==> src/rtl/serpot_pkg.sv <==
package serpot_pkg;

    typedef enum logic [1:0] {
        LS_IDLE  = 2'd0,
        LS_SETUP = 2'd1,
        LS_HIGH  = 2'd2,
        LS_GAP   = 2'd3
    } link_st_e;

endpackage

==> src/rtl/sp_step_calc.sv <==
// Saturating step of one channel value; forces out-of-range values back in.
module sp_step_calc #(
    parameter int PW = 6
) (
    input  logic [PW:0] cur,
    input  logic        up,
    output logic [PW:0] nxt
);
    localparam logic [PW:0] CEIL = {1'b1, {PW{1'b0}}};

    always_comb begin
        if (up) begin
            nxt = (cur < CEIL) ? cur + 1'b1 : CEIL - 1'b1;
        end else if (cur == '0) begin
            nxt = '0;
        end else if (cur <= CEIL) begin
            nxt = cur - 1'b1;
        end else begin
            nxt = '0;
        end
    end
endmodule

==> src/rtl/sp_link_seq.sv <==
// Serializes one frame per channel over the three-wire link and handles reruns.
module sp_link_seq
    import serpot_pkg::*;
#(
    parameter int NCH       = 6,
    parameter int PAYLOAD_W = 6,
    parameter int FRAME_W   = 8,
    parameter int DIV_W     = 8
) (
    input  logic                     clk,
    input  logic                     rst_n,
    input  logic                     kick,
    input  logic [NCH*PAYLOAD_W-1:0] pay_flat,
    input  logic [DIV_W-1:0]         phase_cycles,
    output logic                     pot_sel,
    output logic                     pot_clk,
    output logic                     pot_dat,
    output logic                     busy
);
    localparam int CH_W  = (NCH > 1) ? $clog2(NCH) : 1;
    localparam int BIT_W = $clog2(FRAME_W);
    localparam int LOAD_W = FRAME_W - PAYLOAD_W;
    localparam logic [CH_W-1:0]  CH_LAST  = CH_W'(NCH - 1);
    localparam logic [BIT_W-1:0] BIT_LAST = BIT_W'(FRAME_W - 1);

    typedef struct packed {
        link_st_e           st;
        logic [CH_W-1:0]    ch;
        logic [BIT_W-1:0]   bitn;
        logic [DIV_W-1:0]   cnt;
        logic [FRAME_W-1:0] frame;
        logic               pending;
    } seq_t;

    seq_t q, d;

    logic [DIV_W-1:0]     reload;
    logic [CH_W-1:0]      nxt_ch;
    logic [PAYLOAD_W-1:0] pay_sel;
    logic [FRAME_W-1:0]   frame_next;

    assign reload     = (phase_cycles == '0) ? '0 : phase_cycles - 1'b1;
    assign nxt_ch     = (q.ch == CH_LAST) ? '0 : q.ch + 1'b1;
    assign pay_sel    = pay_flat[int'(nxt_ch) * PAYLOAD_W +: PAYLOAD_W];
    assign frame_next = {{LOAD_W{1'b1}}, pay_sel};

    always_comb begin
        d = q;
        if (q.st != LS_IDLE && kick) begin
            d.pending = 1'b1;
        end
        case (q.st)
            LS_IDLE: begin
                if (kick) begin
                    d.st    = LS_SETUP;
                    d.ch    = nxt_ch;
                    d.bitn  = '0;
                    d.cnt   = reload;
                    d.frame = frame_next;
                end
            end
            LS_SETUP: begin
                if (q.cnt == '0) begin
                    d.st  = LS_HIGH;
                    d.cnt = reload;
                end else begin
                    d.cnt = q.cnt - 1'b1;
                end
            end
            LS_HIGH: begin
                if (q.cnt == '0) begin
                    d.cnt = reload;
                    if (q.bitn == BIT_LAST) begin
                        d.st = LS_GAP;
                    end else begin
                        d.st   = LS_SETUP;
                        d.bitn = q.bitn + 1'b1;
                    end
                end else begin
                    d.cnt = q.cnt - 1'b1;
                end
            end
            LS_GAP: begin
                if (q.cnt != '0) begin
                    d.cnt = q.cnt - 1'b1;
                end else if (q.ch != CH_LAST || q.pending || kick) begin
                    if (q.ch == CH_LAST) begin
                        d.pending = 1'b0;
                    end
                    d.st    = LS_SETUP;
                    d.ch    = nxt_ch;
                    d.bitn  = '0;
                    d.cnt   = reload;
                    d.frame = frame_next;
                end else begin
                    d.st = LS_IDLE;
                end
            end
            default: d.st = LS_IDLE;
        endcase
    end

    always_ff @(posedge clk or negedge rst_n) begin
        if (!rst_n) begin
            q.st      <= LS_IDLE;
            q.ch      <= CH_LAST;
            q.bitn    <= '0;
            q.cnt     <= '0;
            q.frame   <= '1;
            q.pending <= 1'b0;
        end else begin
            q <= d;
        end
    end

    assign pot_sel = (q.st == LS_SETUP) || (q.st == LS_HIGH);
    assign pot_clk = (q.st != LS_SETUP);
    assign pot_dat = pot_sel ? q.frame[q.bitn] : 1'b1;
    assign busy    = (q.st != LS_IDLE);
endmodule

==> src/rtl/serpot_updater.sv <==
// Holds the channel settings, applies step requests and drives the link sequencer.
module serpot_updater
    import serpot_pkg::*;
#(
    parameter int NCH       = 6,
    parameter int PAYLOAD_W = 6,
    parameter int FRAME_W   = 8,
    parameter int DIV_W     = 8,
    parameter int CH_W      = 3
) (
    input  logic            clk,
    input  logic            rst_n,
    input  logic            step_valid,
    input  logic [CH_W-1:0] step_ch,
    input  logic            step_up,
    input  logic            update,
    input  logic [DIV_W-1:0] phase_cycles,
    output logic            pot_sel,
    output logic            pot_clk,
    output logic            pot_dat,
    output logic            busy
);
    localparam int VW = PAYLOAD_W + 1;

    typedef struct packed {
        logic [NCH-1:0][VW-1:0] val;
    } set_t;

    set_t st_q, st_d;

    logic [NCH-1:0][VW-1:0]     stepped;
    logic [NCH*PAYLOAD_W-1:0]   pay_flat;
    logic [NCH*VW-1:0]          cur_flat;
    logic                       ch_ok;
    logic                       kick;

    assign ch_ok    = ({1'b0, step_ch} < (CH_W + 1)'(NCH));
    assign kick     = update || (step_valid && ch_ok);
    assign cur_flat = st_q.val;

    for (genvar gi = 0; gi < NCH; gi++) begin : g_ch
        sp_step_calc #(.PW(PAYLOAD_W)) u_calc (
            .cur (st_q.val[gi]),
            .up  (step_up),
            .nxt (stepped[gi])
        );
        assign pay_flat[gi*PAYLOAD_W +: PAYLOAD_W] = st_d.val[gi][PAYLOAD_W-1:0];
    end

    always_comb begin
        st_d = st_q;
        for (int i = 0; i < NCH; i++) begin
            if (step_valid && ch_ok && step_ch == CH_W'(i)) begin
                st_d.val[i] = stepped[i];
            end
        end
    end

    always_ff @(posedge clk or negedge rst_n) begin
        if (!rst_n) begin
            st_q <= '0;
        end else begin
            st_q <= st_d;
        end
    end

    sp_link_seq #(
        .NCH       (NCH),
        .PAYLOAD_W (PAYLOAD_W),
        .FRAME_W   (FRAME_W),
        .DIV_W     (DIV_W)
    ) u_seq (
        .clk          (clk),
        .rst_n        (rst_n),
        .kick         (kick),
        .pay_flat     (pay_flat),
        .phase_cycles (phase_cycles),
        .pot_sel      (pot_sel),
        .pot_clk      (pot_clk),
        .pot_dat      (pot_dat),
        .busy         (busy)
    );
endmodule

==> config.mk <==
export PLATFORM = sky130hd
export DESIGN_NAME = serpot_updater
export DESIGN_NICKNAME = d
export VERILOG_FILES = /design/src/rtl/serpot_pkg.sv /design/src/rtl/sp_step_calc.sv /design/src/rtl/sp_link_seq.sv /design/src/rtl/serpot_updater.sv
export SDC_FILE = /design/constraint.sdc
export NUM_CORES = 1
export LEC_CHECK = 0
export CAP_MARGIN = 20
export CORE_UTILIZATION = 40
export CTS_CLUSTER_SIZE = 25
export DETAILED_ROUTE_END_ITERATION = 10
export DONT_BUFFER_PORTS = 1
export PLACE_DENSITY = 0.62
export SYNTH_ARGS = -nofsm -noshare
export SYNTH_HDL_FRONTEND = slang
export SYNTH_HIERARCHICAL = 1
export SYNTH_SLANG_ARGS = --single-unit
==> constraint.sdc <==
create_clock -name clk -period 3.6 [get_ports clk]
set_input_delay 0.54 -clock clk [delete_from_list [all_inputs] [get_ports clk]]
set_output_delay 0.54 -clock clk [all_outputs]
set_load 0.01 [all_outputs]
==> results of run 1 <==
-- sequential cells by signal, summed over array words and instances (netlist names) --
name	flops
u_seq/q	24
cur_flat	42
-- worst max-delay path, stage by stage, from the launching register on --
cell     delay [ns]
dfrtp_1        0.48
inv_1          0.10
ha_1           0.26
a31o_2         0.26
a21oi_1        0.42
nor3b_1        0.11
mux2_2         0.30
a22o_1         0.25
a22oi_1        0.17
o21ai_0        0.10
mux2_2         0.27
-- cell families (layout without fill, tap and decap cells) --
| logic type | after synthesis | count (layout) | synth area share |
|---|---|---|---|
| mux | 67 | 67 | 0.130 |
| flops | 66 | 66 | 0.287 |
| buf+inv | 73 | 66 | 0.0675 |
| fa+ha+maj | 28 | 28 | 0.0604 |
| simple gates | 228 | 228 | 0.240 |
| xor+xnor | 8 | 8 | 0.0121 |
| compound gates | 179 | 179 | 0.203 |
-- power by group through the flow --
| stage | clock network [mW] | registers, mW | logic, mW |
|---|---|---|---|
| 6_report | 0.820 | 1.72 | 2.81 |
| 3_5_place_dp | 0 | 1.72 | 2.76 |
| 4_1_cts | 0.842 | 1.71 | 2.80 |
| 5_1_grt | 0.872 | 1.80 | 3.11 |
| 2_1_floorplan | 0 | 1.44 | 2.53 |
| 3_3_place_gp | 0 | 1.71 | 2.71 |
-- stage by stage --
stage               instances  instance area, um2
floorplan                 649                5800
global placement          805                5820
detailed placement        805                5820
CTS                       822                6130
global route              822                6130
finish                    822                6130
-- cell usage in the layout (no fill, tap or decap), types with 6 or more instances in the layout --
cell        n
a31o_2     14
nor2_2      6
nor4_1     15
dfrtp_1    57
nand3b_1    6
and2b_2     6
o21bai_1    6
o21ai_0    26
clkbuf_16   9
nor3b_1    10
mux2i_1    15
a22o_1     10
nand2b_1    7
a22oi_1     6
dfstp_2     9
o22ai_1    10
nand4_1    12
mux2_2     49
a21oi_1    56
nand2_1    56
nor3_4      6
or4_4       7
o22a_1      9
inv_1      47
nor2_1     28
and2_1      7
and3_2      6
nand3_1    19
xnor2_1     7
a31oi_1    16
ha_1       28
a211oi_1   18
nor3_1     15
-- layout make-up --
type	instances	area [um2]
clock buffer	10	239
clock inverter	6	41.3
fill	1365	7860
inverter	47	176
multi-input combinational	510	3740
sequential	66	1660
tap	180	225
timing repair buffer	3	42.5
-- synthesized netlist by cell type, types with 2 or more instances --
library cell	instances	area (um2)
and2b_2	6	52.6
o22a_1	9	78.8
and3_2	6	45.0
mux2_4	2	30.0
buf_6	14	158
a22o_1	10	87.6
nor3_1	15	75.1
nor4bb_1	2	20.0
clkbuf_1	3	11.3
nand2_1	56	210
ha_1	28	350
nand3_1	19	95.1
nand3b_1	6	45.0
nand4_1	12	75.1
dfstp_2	9	236
buf_2	6	30.0
o21bai_1	6	45.0
nor2_2	6	37.5
a22oi_1	6	45.0
a31oi_1	16	100
a211oi_1	18	135
and4bb_2	2	25.0
a21oi_1	56	280
mux2i_1	15	150
nor3b_1	10	75.1
nand2b_1	7	43.8
dfrtp_1	57	1430
xnor2_1	7	61.3
inv_1	47	176
o22ai_1	10	62.6
nor2b_1	4	25.0
nor2_1	28	105
or3_1	3	18.8
nor4_1	15	93.8
a31o_2	14	123
nand4b_1	2	17.5
nor3_4	6	97.6
o21ai_0	26	130
mux2_2	49	552
and2_1	7	43.8
or4_4	7	78.8
-- worst max-delay path by stage --
stage | from | endpoint | slack [ns] | cells past startpoint
2_1_floorplan | cur_flat[0] | u_seq/q[6] | 1.18 | 10
4_1_cts | cur_flat[0] | u_seq/q[6] | 0.87 | 10
3_5_place_dp | cur_flat[28] | u_seq/q[6] | 0.88 | 10
3_3_place_gp | cur_flat[0] | u_seq/q[6] | 0.86 | 10
6_report | cur_flat[0] | u_seq/q[6] | 0.82 | 10
5_1_grt | cur_flat[0] | u_seq/q[6] | 0.66 | 10
-- per-layer routing --
layer,vias up,share of wire
li1,2405,-
met1,2358,0.46
met2,133,0.48
met3,10,0.055
met4,0,0.0081
met5,-,0
==> run_results.csv, run 1 <==
group,metric,value,unit
run_status,outcome,"complete, no violations",
clocking,cts_tree,"yes",
logic_synthesis,syn-cell-area,5800,um2
timing,fin_skew,0.00655,ns
setup_path,cp_data_required_time,3.86,ns
layout,antennaDiodeCount,0,
global_route,use_met1,0.235,
layout,nets,681,
layout,synthToLayoutAreaGrowth,5.74,%
setup_path,endpoint_kind,"register",
global_route,antenna_found_initial,0,
placement,pre_cts_ws,0.882,ns
floorplanning,ios,20,
timing,final.setup.tns,0,ns
timing,tightest_slew,0.751,ns
timing,min_period,2.78,ns
timing,report.final.hold_viol_count,0,
drt,ant_nets,0,
setup_path,r2r_start,"cur_flat[0]",
logic_synthesis,synth_edf_count,0,
placement,gp_congestion,0.891,
timing,slew_headroom,0.500,
placement,hpwl,9440,um
flow_run,drv_cap,0,
logic_synthesis,async_flop_share,1.00,
logic_synthesis,synth_ff_type,"dfrtp_1",
timing,final_max_slew_viol_count,0,
logic_synthesis,synth_seq_cells,66,
floorplanning,core,14000,um2
drt,detailroute.via_count,4906,
setup_path,reg2reg_to,"u_seq/q[6]",
clocking,cts_made_buffers,9,
setup_path,ff2ff_path_depth,10,
power_and_ir_drop,pwr-share-comb,0.525,
global_route,grt_pass1_wl,21600,um
clocking,clk_pin_slew,0.06,ns
logic_synthesis,synthDistinctLibCells,63,
clocking,cts_max_level,3,
power_and_ir_drop,p_int,2.89,mW
setup_path,cp_max_fo,8,
timing,worst_slack,0.819,ns
timing,max_freq,0.360,GHz
setup_path,arrival,3.04,ns
power_and_ir_drop,p_sw,2.46,mW
logic_synthesis,synth.net_count,693,
clocking,post_cts_resized,0,
floorplanning,row_count,43,
timing,holdWs,0.0472,ns
timing,setup_violations,0,
worst_hold_path,hp-class,"primary input to async pin",
power_and_ir_drop,finalPower,5.35,mW
drt,drc,0,
clocking,cts_buffer_depth,2,
power_and_ir_drop,ir_drop,0.384,mV
setup_path,critPathKind,"register to register",
logic_synthesis,synth-warning-count,6,
logic_synthesis,synth-seq-area-share,0.287,
timing,finalCritPeriodShare,0.772,
clocking,cts_root_buf,"clkbuf_16",
global_route,groute.usage.overall,0.181,
global_route,grt.busiest_layer,"met2",
drt,drt-initial-drc-count,344,
power_and_ir_drop,seqPwrFrac,0.322,
global_route,gr-usage-met2,0.296,
drt,drt-total-wl,13100,um
clocking,insertion_delay,0.33,ns
global_route,use_met3,0.0460,
setup_path,r2r_setup_slack,0.82,ns
placement,port_buffers,0,
floorplanning,die_w,122,um
clocking,clock-sinks,66,
global_route,overflow,0,
logic_synthesis,syn_avg_cell_area,8.94,um2
logic_synthesis,netlist_instances,649,
layout,layout-drive-gt1-share,0.213,
global_route,grt_max_degree,91,
drt,detail_route.vias_per_cell,5.97,
timing,rsz0062_at_grt,"no",
power_and_ir_drop,clockPowerShare,0.153,
clocking,postCtsSetupBuffers,0,
floorplanning,die-area,15000,um2
floorplanning,die_h,122,um
layout,fin_util,0.438,
power_and_ir_drop,p_leak,2.47,nW
drt,drtPass1Iterations,5,
clocking,holdBufCountCts,1,
drt,wire_per_inst,15.9,um
global_route,grt_pass1_vias,4513,
setup_path,critPathLaunchType,"register",
power_and_ir_drop,p_sw_frac,0.459,
floorplanning,start_util,0.415,
power_and_ir_drop,power.density,873,nW/um2
(Power assumes the default switching activity.)
==> inputs of run 2 (changes only) <==
Clock period 3.6 ns to 2.6 ns, I/O delays scaled along.
==> run_results.csv, run 2 (synthesized netlist as in run 1, its figures left out) <==
group,metric,value,unit
run_status,outcome,"complete, no violations",
power_and_ir_drop,pwr-share-comb,0.563,
setup_path,cp_common_cell,"mux2_2",
timing,finalCritPeriodShare,0.940,
drt,drt-initial-drc-count,321,
drt,detail_route.vias_per_cell,5.89,
placement,hpwl,9920,um
drt,ant_nets,0,
power_and_ir_drop,ir_drop,0.521,mV
floorplanning,start_util,0.415,
setup_path,r2r_start,"cur_flat[0]",
global_route,grt_pass1_vias,4683,
power_and_ir_drop,p_int,4.32,mW
layout,nets,705,
floorplanning,row_count,43,
clocking,cts_tree,"yes",
floorplanning,die_w,122,um
layout,largest_register_ffs,42,
timing,tightest_slew,0.760,ns
setup_path,max_stage_delay,0.40,ns
drt,detailroute.via_count,4976,
layout,multi_input_area,3760,um2
clocking,cts_made_buffers,9,
power_and_ir_drop,seqPwrFrac,0.279,
setup_path,critPathLaunchType,"register",
power_and_ir_drop,p_sw_frac,0.445,
timing,report.final.hold_viol_count,0,
placement,pre_cts_ws,0.120,ns
clocking,insertion_delay,0.34,ns
setup_path,cp_data_required_time,2.86,ns
drt,drt-total-wl,13600,um
clocking,cts_buffer_depth,2,
timing,final_max_slew_viol_count,0,
setup_path,endpoint,"u_seq/q[6]",
global_route,overflow,0,
layout,synthToLayoutAreaGrowth,9.54,%
drt,wire_per_inst,16.1,um
layout,antennaDiodeCount,0,
worst_hold_path,hp-class,"primary input to register",
drt,drtPass1Iterations,5,
layout,seq_area,1670,um2
timing,worst_slack,0.157,ns
setup_path,crit_chain,"inv_1 -> ha_1 -> a31o_2 -> a21oi_1 -> buf_4 -> nor3b_1 -> mux2_2 -> a22o_1 -> a22oi_1 -> o21ai_0 -> mux2_2",
layout,layout-drive-gt1-share,0.248,
floorplanning,core,14000,um2
clocking,cts_root_buf,"clkbuf_16",
setup_path,cp_max_fo,6,
setup_path,startpoint,"cur_flat[0]",
global_route,grt_max_degree,91,
setup_path,critPathSlowestCell,"dfrtp_2",
setup_path,critPathKind,"register to register",
layout,final_cell_mix,"56 x nand2_1, 55 x a21oi_1, 53 x dfrtp_1, 49 x mux2_2, 47 x inv_1",
power_and_ir_drop,finalPower,7.78,mW
floorplanning,die_h,122,um
clocking,clk_pin_slew,0.05,ns
timing,setup_violations,0,
global_route,groute.usage.overall,0.192,
timing,max_freq,0.409,GHz
placement,gp_congestion,0.855,
timing,min_period,2.44,ns
timing,slew_headroom,0.494,
floorplanning,die-area,15000,um2
setup_path,arrival,2.71,ns
power_and_ir_drop,clockPowerShare,0.158,
power_and_ir_drop,power.density,1230,nW/um2
setup_path,ff2ff_path_depth,11,
global_route,antenna_found_initial,0,
layout,layout_commonest_cell,"nand2_1",
clocking,clock-sinks,66,
timing,fin_skew,0.00898,ns
flow_run,drv_cap,0,
setup_path,endpoint_kind,"register",
clocking,cts_max_level,3,
power_and_ir_drop,p_leak,2.61,nW
placement,port_buffers,0,
power_and_ir_drop,p_sw,3.47,mW
global_route,grt_pass1_wl,22600,um
drt,drc,0,
worst_hold_path,hold_path_depth,2,
setup_path,r2r_setup_slack,0.16,ns
floorplanning,ios,20,
setup_path,reg2reg_to,"u_seq/q[6]",
layout,fillerInstances,1329,
## run 2: final cells by class
class                           instances  area share
Sequential cell                        66       0.263
Clock inverter                          3     0.00630
Multi-Input combinational cell        510       0.592
Tap cell                              180      0.0355
Timing Repair Buffer                   27      0.0355
Inverter                               47      0.0278
Clock buffer                           12      0.0404
## run 2: critical path, delay by kind of cell, from the launching register on
kind	cells	cell delay, ns
adder cells (fa/ha/maj)	1	0.26
multiplexers	2	0.54
flip-flops	1	0.40
buffers and inverters	2	0.24
AND/OR/NAND/NOR	1	0.05
AO/OA/AOI/OAI	5	0.88
## run 2: what timing repair did
item,CTS,global route
endpoints found under the setup margin,0,5
hold endpoints to repair,66,0
hold buffers,2,0
setup buffers,0,1
gates resized for setup,0,7
## run 2: how the worst min path moves through the flow
stage / start / to / slack, ns
after floorplan: rst_n / cur_flat[0] / 0.09
after global placement: rst_n / u_seq/q[9] / 0.1
after global routing: phase_cycles[0] / u_seq/q[9] / 0.26
after detailed placement: rst_n / u_seq/q[16] / 0.1
final: phase_cycles[0] / u_seq/q[9] / 0.26
after CTS: phase_cycles[0] / u_seq/q[9] / 0.25
## run 2: power groups by stage
stage               Clock (mW)  Combinational [mW]  Sequential, mW
floorplan                    0                3.50            1.99
CTS                       1.28                4.32            2.16
detailed placement           0                4.27            2.17
global route              1.30                4.84            2.27
global placement             0                4.14            2.15
finish                    1.23                4.38            2.17
## run 2: through the flow
step | hold WS (ns) | TNS [ns] | instances | area (um2) | util
6_report | 0.256 | 0 | 845 | 6350 | 0.454
5_1_grt | 0.262 | -0.00000822 | 845 | 6350 | 0.454
4_1_cts | 0.247 | 0 | 844 | 6320 | 0.452
3_5_place_dp | 0.0967 | 0 | 827 | 5990 | 0.428
3_3_place_gp | 0.0964 | 0 | 827 | 5990 | 0.428
2_1_floorplan | 0.0944 | 0 | 649 | 5800 | -
## run 2: layer usage
metal	vias up	part of all wire	wire, um	global-route usage
met2	102	0.50	6730	0.328
li1	2446	-	-	-
met5	-	0	0	0
met3	7	0.030	406	0.0414
met1	2421	0.47	6370	0.248
met4	0	0.0069	94	0.0366
